**src/rtl/lcd_bp_pkg.sv**
```systemverilog
package lcd_bp_pkg;

  // Last phase index for a multiplex mode code: code n gives n+1 phases.
  function automatic int unsigned last_phase(input int unsigned mode_code);
    return mode_code;
  endfunction

  // Phase after a normal tick: wrap at or beyond the last index.
  function automatic int unsigned next_phase(input int unsigned cur,
                                             input int unsigned last);
    if (cur >= last) return 0;
    return cur + 1;
  endfunction

  // Number of phases in one frame for a mode code.
  function automatic int unsigned frame_len(input int unsigned mode_code);
    return last_phase(mode_code) + 1;
  endfunction

endpackage

```
**src/rtl/bp_sync_rx.sv**
```systemverilog
module bp_sync_rx #(
  parameter int STAGES = 2
) (
  input  logic clk,
  input  logic rst_n,
  input  logic line_in,
  output logic line_fall
);
  logic [STAGES-1:0] meta_q;
  logic              prev_q;

  always_ff @(posedge clk or negedge rst_n) begin
    if (!rst_n) begin
      meta_q <= '1;
      prev_q <= 1'b1;
    end else begin
      meta_q <= {meta_q[STAGES-2:0], line_in};
      prev_q <= meta_q[STAGES-1];
    end
  end

  assign line_fall = prev_q & ~meta_q[STAGES-1];
endmodule

```
**src/rtl/bp_mode_track.sv**
```systemverilog
module bp_mode_track #(
  parameter int MODE_W = 2
) (
  input  logic              clk,
  input  logic              rst_n,
  input  logic [MODE_W-1:0] mode_in,
  input  logic              flush_taken,
  output logic              mode_chg,
  output logic              mode_pend,
  output logic              flush_req
);
  logic [MODE_W-1:0] mode_q;
  logic              primed_q;

  assign mode_chg  = primed_q && (mode_in != mode_q);
  assign flush_req = mode_chg | mode_pend;

  always_ff @(posedge clk or negedge rst_n) begin
    if (!rst_n) begin
      mode_q    <= '0;
      primed_q  <= 1'b0;
      mode_pend <= 1'b0;
    end else begin
      mode_q   <= mode_in;
      primed_q <= 1'b1;
      if (flush_taken) mode_pend <= 1'b0;
      else             mode_pend <= mode_pend | mode_chg;
    end
  end
endmodule

```
**src/rtl/bp_phase_ctr.sv**
```systemverilog
module bp_phase_ctr #(
  parameter int IDX_W = 2
) (
  input  logic             clk,
  input  logic             rst_n,
  input  logic             tick,
  input  logic             ext_sync,
  input  logic             flush_req,
  input  logic [IDX_W-1:0] last_idx,
  output logic [IDX_W-1:0] phase_q,
  output logic             pull_q
);
  logic [IDX_W-1:0] step_idx;
  logic [IDX_W-1:0] adv_idx;

  assign step_idx = IDX_W'(lcd_bp_pkg::next_phase(int'(phase_q), int'(last_idx)));
  assign adv_idx  = flush_req ? '0 : step_idx;

  always_ff @(posedge clk or negedge rst_n) begin
    if (!rst_n) begin
      phase_q <= '0;
      pull_q  <= 1'b0;
    end else if (ext_sync) begin
      phase_q <= last_idx;
      pull_q  <= 1'b0;
    end else if (tick) begin
      phase_q <= adv_idx;
      pull_q  <= (adv_idx == last_idx);
    end
  end
endmodule

```
**src/rtl/bp_strobe_dec.sv**
```systemverilog
module bp_strobe_dec #(
  parameter int NUM_BP = 4,
  parameter int IDX_W  = 2
) (
  input  logic [IDX_W-1:0]  idx,
  output logic [NUM_BP-1:0] strobe
);
  for (genvar g = 0; g < NUM_BP; g++) begin : g_dec
    assign strobe[g] = (idx == IDX_W'(g));
  end
endmodule

```
**src/rtl/lcd_bp_sequencer.sv**
```systemverilog
module lcd_bp_sequencer #(
  parameter int NUM_BP      = 4,
  parameter int SYNC_STAGES = 2,
  localparam int IDX_W      = $clog2(NUM_BP)
) (
  input  logic              clk,
  input  logic              rst_n,
  input  logic              phase_tick,
  input  logic [IDX_W-1:0]  mux_mode,
  input  logic              sync_in,
  output logic [IDX_W-1:0]  bp_index,
  output logic [NUM_BP-1:0] bp_active,
  output logic              sync_pull
);
  logic             line_fall;
  logic             ext_sync;
  logic             mode_chg;
  logic             mode_pend;
  logic             flush_req;
  logic             flush_taken;
  logic [IDX_W-1:0] last_idx;

  assign last_idx    = IDX_W'(lcd_bp_pkg::last_phase(int'(mux_mode)));
  assign ext_sync    = line_fall && (bp_index != last_idx) && !sync_pull;
  assign flush_taken = phase_tick && !ext_sync;

  bp_sync_rx #(.STAGES(SYNC_STAGES)) u_rx (
    .clk(clk), .rst_n(rst_n), .line_in(sync_in), .line_fall(line_fall)
  );

  bp_mode_track #(.MODE_W(IDX_W)) u_mode (
    .clk(clk), .rst_n(rst_n), .mode_in(mux_mode), .flush_taken(flush_taken),
    .mode_chg(mode_chg), .mode_pend(mode_pend), .flush_req(flush_req)
  );

  bp_phase_ctr #(.IDX_W(IDX_W)) u_ctr (
    .clk(clk), .rst_n(rst_n), .tick(phase_tick), .ext_sync(ext_sync),
    .flush_req(flush_req), .last_idx(last_idx),
    .phase_q(bp_index), .pull_q(sync_pull)
  );

  bp_strobe_dec #(.NUM_BP(NUM_BP), .IDX_W(IDX_W)) u_dec (
    .idx(bp_index), .strobe(bp_active)
  );
endmodule

```
**config.mk**
```make
export PLATFORM = sky130hd
export DESIGN_NAME = lcd_bp_sequencer
export DESIGN_NICKNAME = d
export VERILOG_FILES = /design/src/rtl/lcd_bp_pkg.sv /design/src/rtl/bp_sync_rx.sv /design/src/rtl/bp_mode_track.sv /design/src/rtl/bp_phase_ctr.sv /design/src/rtl/bp_strobe_dec.sv /design/src/rtl/lcd_bp_sequencer.sv
export SDC_FILE = /design/constraint.sdc
export NUM_CORES = 1
export LEC_CHECK = 0
export ABC_AREA = 0
export CORE_MARGIN = 4
export CORE_UTILIZATION = 30
export CTS_CLUSTER_DIAMETER = 40
export DETAILED_ROUTE_END_ITERATION = 10
export GPL_ROUTABILITY_DRIVEN = 0
export HOLD_SLACK_MARGIN = 0.08
export SYNTH_ARGS = -nofsm -noshare
export SYNTH_HDL_FRONTEND = slang
export SYNTH_SLANG_ARGS = --single-unit
export TNS_END_PERCENT = 1
```
**constraint.sdc**
```tcl
create_clock -name clk -period 2.52 [get_ports clk]
set_input_delay 0.252 -clock clk [delete_from_list [all_inputs] [get_ports clk]]
set_output_delay 0.252 -clock clk [all_outputs]
set_load 0.01 [all_outputs]
```
; ---- Word level (Yosys, flattened, before mapping)
; Index checks and enable logic that the tools add are counted.
[word_totals]
regBits = 10
in_bits = 6
output_inout_bits = 7
elab_cells = 34
[op_classes]
add_sub_neg = 1
order_cmp = 1
eq_ne = 6
n_mux = 8
bitwise = 3
reduce_logical = 8
[ops]
columns = cell, count
row1 = $mux 2, 4
row2 = $eq 2x2->1 const B, 2
row3 = $logic_and 1x1->1, 4
row4 = $mux 1, 4
row5 = $ne 2x2->1, 2
row6 = $add 2x1->2 const B, 1
row7 = $eq 2x1->1 const B, 1
row8 = $eq 2x2->1, 1
row9 = $ge 2x2->1, 1
row10 = $logic_not 1->1, 2
row11 = $logic_not 2->1, 1
row12 = $reduce_bool 2->1, 1
row13 = $and 1x1->1, 1
row14 = $not 1->1, 1
row15 = $or 1x1->1, 1

; ---- Logic depth before layout (Yosys ltp)
; Gate-level depths: netlist of run 1.
[logic_depth]
depth_word = 7
ltp_mapped = 7
depth_no_buf = 7

; ---- Hierarchy
; Synthesis of run 1 repeated with hierarchy kept, for this count alone.
[unflattened]
hier_cells = 53
hier_area_um2 = 568.0
[by_module_without_submodules]
columns = module, n_inst, cells_each, area_per_inst_um2, seq_area_each_um2
row1 = bp_phase_ctr, 1, 27, 260.2, 75.1
row2 = bp_mode_track, 1, 12, 150.1, 100.1
row3 = bp_sync_rx, 1, 4, 92.6, 78.8
row4 = lcd_bp_sequencer, 1, 6, 38.8, 0.0
row5 = bp_strobe_dec, 1, 4, 26.3, 0.0

; ---- Worst setup path after synthesis of run 1
; OpenSTA, ideal clock, no wires.
[synth_path]
path_kind = flip-flop to flip-flop
from = reg u_ctr.phase_q[0]
to = reg u_ctr.pull_q
setup_ns = 0.101
arrival_ns = 1.763
t_required_ns = 2.419
path_slack_ns = 0.657
stages_incl_launch_ff = 8
n_path_buf = 0
synth_period_minus_slack_ns = 1.863
cell_sequence = dfrtp_1 -> inv_1 -> ha_1 -> nand2b_1 -> a21oi_1 -> nor4b_1 -> xor2_1 -> o32ai_1
[synth_between]
elab_chain_cells = 7
elab_cells_between_ends = 12
cone_classes = add/sub (1) / order compare (1) / eq/ne (2) / mux (5) / reduce/logical (3)
[synth_lines]
columns = item, line
row1 = "start, declared", bp_phase_ctr.sv:10  ; output logic [IDX_W-1:0] phase_q,
row2 = "start signal, assigned", bp_phase_ctr.sv:24  ; phase_q <= last_idx;
row3 = "start signal, assigned", bp_phase_ctr.sv:27  ; phase_q <= adv_idx;
row4 = $ge 2x2->1, lcd_bp_pkg.sv:11  ; if (cur >= last) return 0;
row5 = $mux 1, lcd_bp_pkg.sv:11
row6 = $mux 2, lcd_bp_pkg.sv:12  ; return cur + 1;
row7 = $mux 2, bp_phase_ctr.sv:17  ; assign adv_idx = flush_req ? '0 : step_idx;
row8 = $eq 2x2->1, bp_phase_ctr.sv:28  ; pull_q <= (adv_idx == last_idx);
row9 = $mux 1, bp_phase_ctr.sv:26  ; end else if (tick) begin
row10 = $mux 1, bp_phase_ctr.sv:23  ; end else if (ext_sync) begin
row11 = "end signal, assigned", bp_phase_ctr.sv:28
row12 = "end, declared", bp_phase_ctr.sv:11  ; output logic pull_q
; Parallel ways exist; a longest one is shown, timed or not. The select of a mux whose other input is x is not followed.
; A chain may end at the register's enable or synchronous reset.

; ---- Final worst setup path of run 1
; Ends and elaborated chain as after synthesis.

==> impl_metrics.json, run 1 <==
{
  "rsz0062_at_grt": "no",
  "switching_share_pct": 32.82,
  "avgRoutedWirePerCell_um": 10.78,
  "cts.htree.levels": 1,
  "coreArea_sq_um": 1524,
  "ir_drop_mv": 0.5040,
  "syn_inst": 42,
  "fin_crit_sh_pct": 79.63,
  "fmax_ghz": 0.4983,
  "initial_core_util_pct": 32.35,
  "mostFrequentLayoutCell": "clkdlybuf4s50_1",
  "power.switching_w": 0.0002022,
  "dp_hpwl_um": 681.7,
  "numPortBuffers": 12,
  "grt_overflow_total": 0,
  "start_kind": "flip-flop",
  "synth-seq-cells": 10,
  "drc": 0,
  "drt.antenna.violating_nets": 0,
  "fin_skew_ps": 4.600,
  "first_pass_iters": 2,
  "tritoncts": "done",
  "crit_required_ps": 2670,
  "hold_violations": 0,
  "synth_area_per_cell_sq_um": 11.74,
  "cts_resized": 0,
  "ctsHoldBuffers": 0,
  "cp.arrival_ps": 2160,
  "dieHeight_um": 48.54,
  "synth_seq_area_share_pct": 51.52,
  "clockBufferDepth": 2,
  "clk_pin_slew_worst_paths_ps": 60,
  "leakagePower_nw": 0.3073,
  "path_delay_family": "simple AND/OR/NAND/NOR gates",
  "routed_wl_um": 819,
  "cts_buffers": 3,
  "num_rows": 14,
  "antenna_found_initial": 0,
  "power_density_nw_per_um2": 913.4,
  "crit_buf_inv": 1,
  "worst_setup_path_end_kind": "flip-flop",
  "reg2reg_depth": 7,
  "r2r_end": "u_ctr.pull_q",
  "dr_total_vias": 348,
  "slew_violations": 0,
  "slowest_stage": "dfrtp_1",
  "crit_chain": "inv_1 > ha_1 > nand2b_1 > a21oi_1 > nor4b_1 > xor2_1 > o32ai_1",
  "dieArea_sq_um": 2356,
  "via_per_inst": 4.579,
  "clkLatencyLatePin_ps": 260,
  "cp_max_fo": 6,
  "sequentialPowerShare_pct": 36.5,
  "combPwrFrac_pct": 45.7,
  "postCtsSetupBuffers": 0,
  "maxCapViolations": 0,
  "yosys.cell_types.count": 18,
  "final_cell_mix": "12 x clkdlybuf4s50_1, 7 x dfrtp_1, 6 x ha_1",
  "nets": 73,
  "utilization_pct": 44.25,
  "drt_iter0_markers": 1,
  "area_growth_syn_to_layout_pct": 36.80,
  "cts.sinks": 10,
  "num_antenna_cells": 0,
  "path_class": "reg2reg",
  "cts_root_buffer": "clkbuf_4",
  "hold_path_class": "in2async",
  "yosysWarnings": 0,
  "outcome": "completed",
  "path_depth": 7,
  "grt_max_degree": 11,
  "synth_area_sq_um": 493.0,
  "syn_nets": 54,
  "critPathMaxStageDelay_ps": 430,
  "grt_pass1_wl_um": 1428,
  "pwr-share-clk_pct": 17.7,
  "setup_tns_ps": 0,
  "num_io_pins": 13,
  "r2r_start": "u_ctr.phase_q[0]",
  "layout-drive-gt1-share_pct": 13.33,
  "finalSetupViolCount": 0,
  "p_int_w": 0.0004138,
  "grt_pass1_vias": 328,
  "grt_use_total_pct": 7.921,
  "reg2reg_setup_slack_ps": 510,
  "fin_crit_ps": 2007,
  "die_width_um": 48.54
}
## how the worst max path moves through the flow
stage	start	to
2_1_floorplan	u_ctr.phase_q[0]	u_ctr.pull_q
4_1_cts	u_ctr.phase_q[0]	u_ctr.pull_q
5_1_grt	u_ctr.phase_q[0]	u_ctr.pull_q
3_3_place_gp	mux_mode[0]	u_ctr.pull_q
6_report	u_ctr.phase_q[0]	u_ctr.pull_q
3_5_place_dp	mux_mode[0]	u_ctr.pull_q
## synth_stat cells
| cell type | count | area share, % |
|---|---|---|
| o21a_1 | 1 | 1.5 |
| a21oi_1 | 3 | 3.0 |
| nand2_1 | 2 | 1.5 |
| dfstp_2 | 3 | 16 |
| nor4b_1 | 1 | 1.8 |
| o32ai_1 | 1 | 1.8 |
| xor2_1 | 1 | 1.8 |
| and4bb_1 | 1 | 2.5 |
| inv_1 | 4 | 3.0 |
| dfrtp_1 | 7 | 36 |
| a21boi_1 | 1 | 1.5 |
| mux2i_1 | 2 | 4.1 |
| conb_1 | 1 | 0.76 |
| nand2b_1 | 1 | 1.3 |
| xnor2_1 | 3 | 5.3 |
| nor2_1 | 3 | 2.3 |
| nand3_1 | 1 | 1.0 |
| ha_1 | 6 | 15 |
## sequential cells by signal (all words and copies together), names as in the netlist
register,flops
u_ctr.phase_q,2
u_rx.meta_q,2
u_ctr.pull_q,1
u_mode.mode_pend,1
u_mode.primed_q,1
u_rx.prev_q,1
u_mode.mode_q,2
## cell type report
cell class / count / area, sq um
Tap cell: 16 / 20.02
Fill cell: 153 / 849.6
Clock buffer: 4 / 26.28
Multi-Input combinational cell: 28 / 224.0
Timing Repair Buffer: 14 / 135.1
Sequential cell: 10 / 254.0
Inverter: 4 / 15.01
## metal layers
layer	global-route usage, %	vias to the layer above	wire [um]
met5	0	-	0
met4	5.381	0	4
met3	3.681	2	76
met2	10.87	12	355
met1	9.677	158	383
li1	-	176	-
## cell families (layout without fill, tap and decap cells)
logic type	Yosys count	count (layout)	synth area share, %
simple gates	9	9	10.41
other cells	1	1	0.7607
buf+inv	4	22	3.045
fa+ha+maj	6	6	15.23
compound gates	6	6	7.869
xor+xnor	4	4	7.108
flops	10	10	51.52
mux	2	2	4.061
## through the flow
stage	instance area, sq um	cells	total power, W	worst slack, ps	hold slack (ps)
2_1_floorplan	493.0	42	0.0003782	656.5	-43.59
3_3_place_gp	648.1	72	0.0005152	372.5	346.1
3_5_place_dp	648.1	72	0.0005167	318.8	347.0
4_1_cts	674.4	76	0.0006318	450.8	299.1
5_1_grt	674.4	76	0.0006706	265.0	311.0
6_report	674.4	76	0.0006160	513.2	303.2
## power by group through the flow
stage	Clock, W	Sequential (W)	Combinational, W
floorplan	0	0.000232	0.000146
global placement	0	0.000227	0.000288
detailed placement	0	0.000229	0.000288
CTS	0.000118	0.000226	0.000288
global route	0.000124	0.000231	0.000316
finish	0.000109	0.000225	0.000282
Power figures use the tool's default switching activity.
==> run 2, diff against run 1 <==
==> constraint.sdc (replaced) <==
create_clock -name clk -period 1.84 [get_ports clk]
set_input_delay 0.184 -clock clk [delete_from_list [all_inputs] [get_ports clk]]
set_output_delay 0.184 -clock clk [all_outputs]
set_load 0.01 [all_outputs]
==> run 2 against run 1 <==
Flip-flop and latch count stayed put. Global-route usage is 0.084 points higher. Combinational power is 75% higher. Register-to-register slack worse by 390 ps. Largest cell class unchanged. Via count is 8.3% higher. Clock power is 80% higher. Clock-buffer cell count stayed put. Highest routed layer unchanged. Cell area is 12% higher. Non-clock buffer count is 6 higher.
==> impl_metrics.json, run 2 (synthesis results as in run 1) <==
{
  "grt_overflow_total": 0,
  "power_density_nw_per_um2": 1307,
  "fmax_ghz": 0.5838,
  "die_width_um": 48.54,
  "fillers": 145,
  "cp.arrival_ps": 1890,
  "dr_total_vias": 377,
  "routed_wl_um": 969,
  "ctsHoldBuffers": 0,
  "busiest_layer": "met2",
  "start_kind": "flip-flop",
  "layout-drive-gt1-share_pct": 28.79,
  "dieHeight_um": 48.54,
  "power.switching_w": 0.0003244,
  "use_met1_pct": 9.369,
  "clkLatencyLatePin_ps": 270,
  "tritoncts": "done",
  "cts_buffers": 3,
  "slew_violations": 0,
  "antenna_found_initial": 0,
  "switching_share_pct": 32.85,
  "p_int_w": 0.0006633,
  "area_growth_syn_to_layout_pct": 53.30,
  "cts_root_buffer": "clkbuf_4",
  "path_class": "reg2reg",
  "reg_top3": "u_ctr.phase_q: 2 flops, u_mode.mode_q: 2 flops, u_rx.meta_q: 2 flops",
  "numPortBuffers": 12,
  "leakagePower_nw": 0.3516,
  "grt_use_total_pct": 8.005,
  "cts.sinks": 10,
  "combPwrFrac_pct": 49.9,
  "holdWs_ps": 215.9,
  "fin_skew_ps": 5.044,
  "first_pass_iters": 2,
  "sequentialPowerShare_pct": 30.2,
  "crit_required_ps": 2010,
  "via_per_inst": 4.598,
  "coreArea_sq_um": 1524,
  "worst_setup_path_end_kind": "flip-flop",
  "outcome": "completed",
  "num_antenna_cells": 0,
  "pwr-share-clk_pct": 19.8,
  "drt.antenna.violating_nets": 0,
  "initial_core_util_pct": 32.35,
  "num_rows": 14,
  "utilization_pct": 49.59,
  "finalSetupViolCount": 0,
  "drc": 0,
  "fin_crit_sh_pct": 93.09,
  "avgRoutedWirePerCell_um": 11.82,
  "hold_violations": 0,
  "grt_max_degree": 11,
  "mostFrequentLayoutCell": "clkdlybuf4s50_1",
  "grt_use_met3_pct": 2.147,
  "fin_crit_ps": 1713,
  "nets": 79,
  "num_io_pins": 13,
  "grt.met2_usage_pct": 11.96,
  "maxCapViolations": 0,
  "cts.htree.levels": 1,
  "hold_path_class": "in2async",
  "final_cell_mix": "12 x clkdlybuf4s50_1, 8 x buf_4, 7 x dfrtp_1",
  "drt_iter0_markers": 1,
  "dieArea_sq_um": 2356,
  "grt_pass1_wl_um": 1421,
  "clockBufferDepth": 2,
  "dp_hpwl_um": 694.4,
  "cp_max_fo": 3,
  "grt_pass1_vias": 345,
  "clk_pin_slew_worst_paths_ps": 70,
  "ir_drop_mv": 0.5443
}
## run 2: final timing paths
check                                 start                to  slack, ps  depth (start not counted)
min                                   rst_n  u_mode.mode_pend        220                          1
min reg2reg                  u_rx.meta_q[0]    u_rx.meta_q[1]        360                          0
min in group clk                    sync_in    u_rx.meta_q[0]        330                          1
max                        u_ctr.phase_q[0]      u_ctr.pull_q        130                          7
max reg2reg                u_ctr.phase_q[0]      u_ctr.pull_q        130                          7
max in group asynchronous             rst_n    u_rx.meta_q[1]       1290                          1
## run 2: metrics by stage
step,TNS [ps],cells,power (W),instance area [sq um],worst slack [ps]
2_1_floorplan,0,42,0.0005248,499.2,71.87
3_3_place_gp,-211.8,77,0.0007408,691.9,-173.6
3_5_place_dp,-247.1,77,0.0007507,691.9,-182.3
4_1_cts,0,81,0.0009513,728.2,11.67
5_1_grt,-26.74,82,0.001060,755.7,-26.74
6_report,0,82,0.0009877,755.7,127.1
## run 2: critical path: stages (launching register included)
cell and delay, ps:
dfrtp_1 390, inv_2 70, ha_1 230, nand2b_1 160, a21oi_2 160, and4bb_1 250, xnor2_1 100, o32ai_2 260
## run 2: layout make-up
type	count	area, sq um	area share (%)
Clock buffer	4	36.28	4.801
Inverter	4	15.01	1.987
Multi-Input combinational cell	28	250.2	33.11
Sequential cell	10	254.0	33.61
Tap cell	16	20.02	2.649
Timing Repair Buffer	20	180.2	23.84
## run 2: timing repair
action,4_1_cts,5_1_grt
endpoints found under the setup margin,0,2
hold endpoints to repair,0,0
buffers inserted,0,1
resized for setup,0,4
## run 2: power by group through the flow
stage	Combinational [W]	Sequential, W	Clock (W)
finish	0.000493	0.000299	0.000196
global route	0.000540	0.000306	0.000213
CTS	0.000453	0.000296	0.000202
detailed placement	0.000451	0.000300	0
global placement	0.000441	0.000300	0
floorplan	0.000205	0.000320	0
## run 2: metal layers
metal / share of wire [%] / vias up
li1: - / 190
met1: 41 / 170
met3: 6.2 / 3
met4: 2.8 / 0
met5: 0 / -
met2: 50 / 14
==> run 3, diff against run 2 <==
--- a/config.mk
+++ b/config.mk
@@ -14,5 +14,6 @@
 export HOLD_SLACK_MARGIN = 0.08
 export SYNTH_ARGS = -nofsm -noshare
 export SYNTH_HDL_FRONTEND = slang
+export SYNTH_HIERARCHICAL = 1
 export SYNTH_SLANG_ARGS = --single-unit
 export TNS_END_PERCENT = 1
==> constraint.sdc (replaced) <==
create_clock -name clk -period 1.4 [get_ports clk]
set_input_delay 0.14 -clock clk [delete_from_list [all_inputs] [get_ports clk]]
set_output_delay 0.14 -clock clk [all_outputs]
set_load 0.01 [all_outputs]
==> run 3 against run 2 <==
The run now ends with setup timing left. Synthesized cell count grew 24%. Combinational power is 42% higher. Sequential power up 25%. Utilization shrank 1.8 points.
==> impl_metrics.json, run 3 <==
{
  "outcome": "finished, violations left",
  "violations": "setup timing",
  "yosysWarnings": 6,
  "cp_max_fo": 3,
  "finalPower_w": 0.001320,
  "crit_buf_inv": 1,
  "slew_violations": 0,
  "num_antenna_cells": 0,
  "start_kind": "flip-flop",
  "drc": 0,
  "critPathLaunch": "u_ctr/phase_q[0]",
  "grt_overflow_total": 0,
  "grt_max_degree": 12,
  "area_growth_syn_to_layout_pct": 47.67,
  "fin_skew_ps": 5.299,
  "layout-drive-gt1-share_pct": 41.56,
  "grt_use_total_pct": 9.445,
  "crit_required_ps": 1540,
  "finalSetupViolCount": 5,
  "rsz0062_at_grt": "yes",
  "cts.htree.levels": 1,
  "numPlacedInstances": 98,
  "path_class": "reg2reg",
  "dieHeight_um": 51.37,
  "fmax_ghz": 0.6469,
  "synth_area_sq_um": 564.3,
  "r2r_start": "u_ctr/phase_q[0]",
  "fin_crit_sh_pct": 110.4,
  "nets": 86,
  "mostFrequentLayoutCell": "buf_4",
  "first_pass_iters": 4,
  "cts_buffers": 3,
  "path_delay_family": "flip-flops",
  "grt_pass1_vias": 425,
  "synth_area_per_cell_sq_um": 10.85,
  "worst_setup_path_end_kind": "flip-flop",
  "hold_path_startpoint": "mux_mode[0]",
  "postCtsSetupBuffers": 0,
  "cts.sinks": 10,
  "crit_chain": "inv_2 > ha_4 > nand2b_4 > a211oi_4 > mux2i_1 > a211oi_2",
  "clkLatencyLatePin_ps": 260,
  "routed_wl_um": 1138,
  "ctsHoldBuffers": 0,
  "dieArea_sq_um": 2639,
  "cts_resized": 8,
  "antenna_found_initial": 0,
  "via_per_inst": 4.333,
  "numPortBuffers": 12,
  "dpl_cell_area_sq_um": 798.3,
  "grt_pass1_wl_um": 1821,
  "num_io_pins": 13,
  "dp_hpwl_um": 894.2,
  "reg_top3": "u_ctr/phase_q: 2 flops, u_mode/mode_q: 2 flops, u_rx/meta_q: 2 flops",
  "cts_root_buffer": "clkbuf_4",
  "maxCapViolations": 0,
  "power_density_nw_per_um2": 1585,
  "clk_pin_slew_worst_paths_ps": 60,
  "hold_violations": 0,
  "cp.arrival_ps": 1690,
  "fin_crit_ps": 1546,
  "syn_nets": 60,
  "drt_iter0_markers": 4,
  "drt.antenna.violating_nets": 0,
  "final_cell_mix": "9 x buf_4, 6 x nor2_1, 5 x dlygate4sd2_1, 5 x dfrtp_1",
  "final_cells": 102,
  "clockBufferDepth": 2,
  "hold_path_class": "in2reg",
  "slowest_stage": "dfrtp_2",
  "coreArea_sq_um": 1745,
  "ir_drop_mv": 0.9031,
  "num_rows": 15,
  "tritoncts": "done",
  "initial_core_util_pct": 32.33,
  "final_design_area_no_fill_sq_um": 833.3,
  "leakagePower_nw": 0.4004,
  "avgRoutedWirePerCell_um": 11.16,
  "setup_slack_ps": -145.8,
  "dr_total_vias": 442,
  "die_width_um": 51.37,
  "critPathMaxStageDelay_ps": 410,
  "syn_inst": 52
}
==> run 3: final timing paths <==
path | to | slack [ps] | cells past startpoint
max | u_ctr/pull_q | -150 | 6
min | u_mode/mode_q[0] | 140 | 1
max reg2reg | u_ctr/pull_q | -150 | 6
min reg2reg | u_rx/meta_q[1] | 360 | 0
max in group asynchronous | u_ctr/phase_q[1] | 880 | 1
min in group asynchronous | u_ctr/phase_q[0] | 190 | 1
==> run 3: routing by layer <==
| metal | routed length, um | vias up | track usage [%] |
|---|---|---|---|
| li1 | - | 224 | - |
| met1 | 493 | 209 | 10.27 |
| met2 | 579 | 9 | 16.53 |
| met3 | 65 | 0 | 4.082 |
| met4 | 0 | 0 | 2.620 |
| met5 | 0 | - | 0 |
==> run 3: stage by stage <==
stage	utilization [%]	setup slack [ps]	TNS [ps]	hold WS (ps)
after floorplan	-	-170.6	-209.4	-155.6
after global placement	45.73	-441.3	-1321	346.0
after detailed placement	45.73	-459.3	-1404	347.3
after CTS	47.60	-174.6	-536.9	193.9
after global routing	47.74	-203.5	-718.5	132.4
final	47.74	-145.8	-375.5	135.6
==> run 3: layout make-up <==
| type | instances | area (sq um) |
|---|---|---|
| fill | 181 | 912.1 |
| multi-input combinational | 37 | 309.0 |
| sequential | 10 | 256.5 |
| timing repair buffer | 21 | 181.4 |
| clock buffer | 4 | 36.28 |
| tap | 25 | 31.28 |
| inverter | 5 | 18.77 |
==> run 3: where the power goes <==
part | switching, W | internal (W)
Sequential | 0.0000295 | 0.000344
Combinational | 0.000338 | 0.000360
Clock | 0.0000913 | 0.000158
Total | 0.000459 | 0.000862
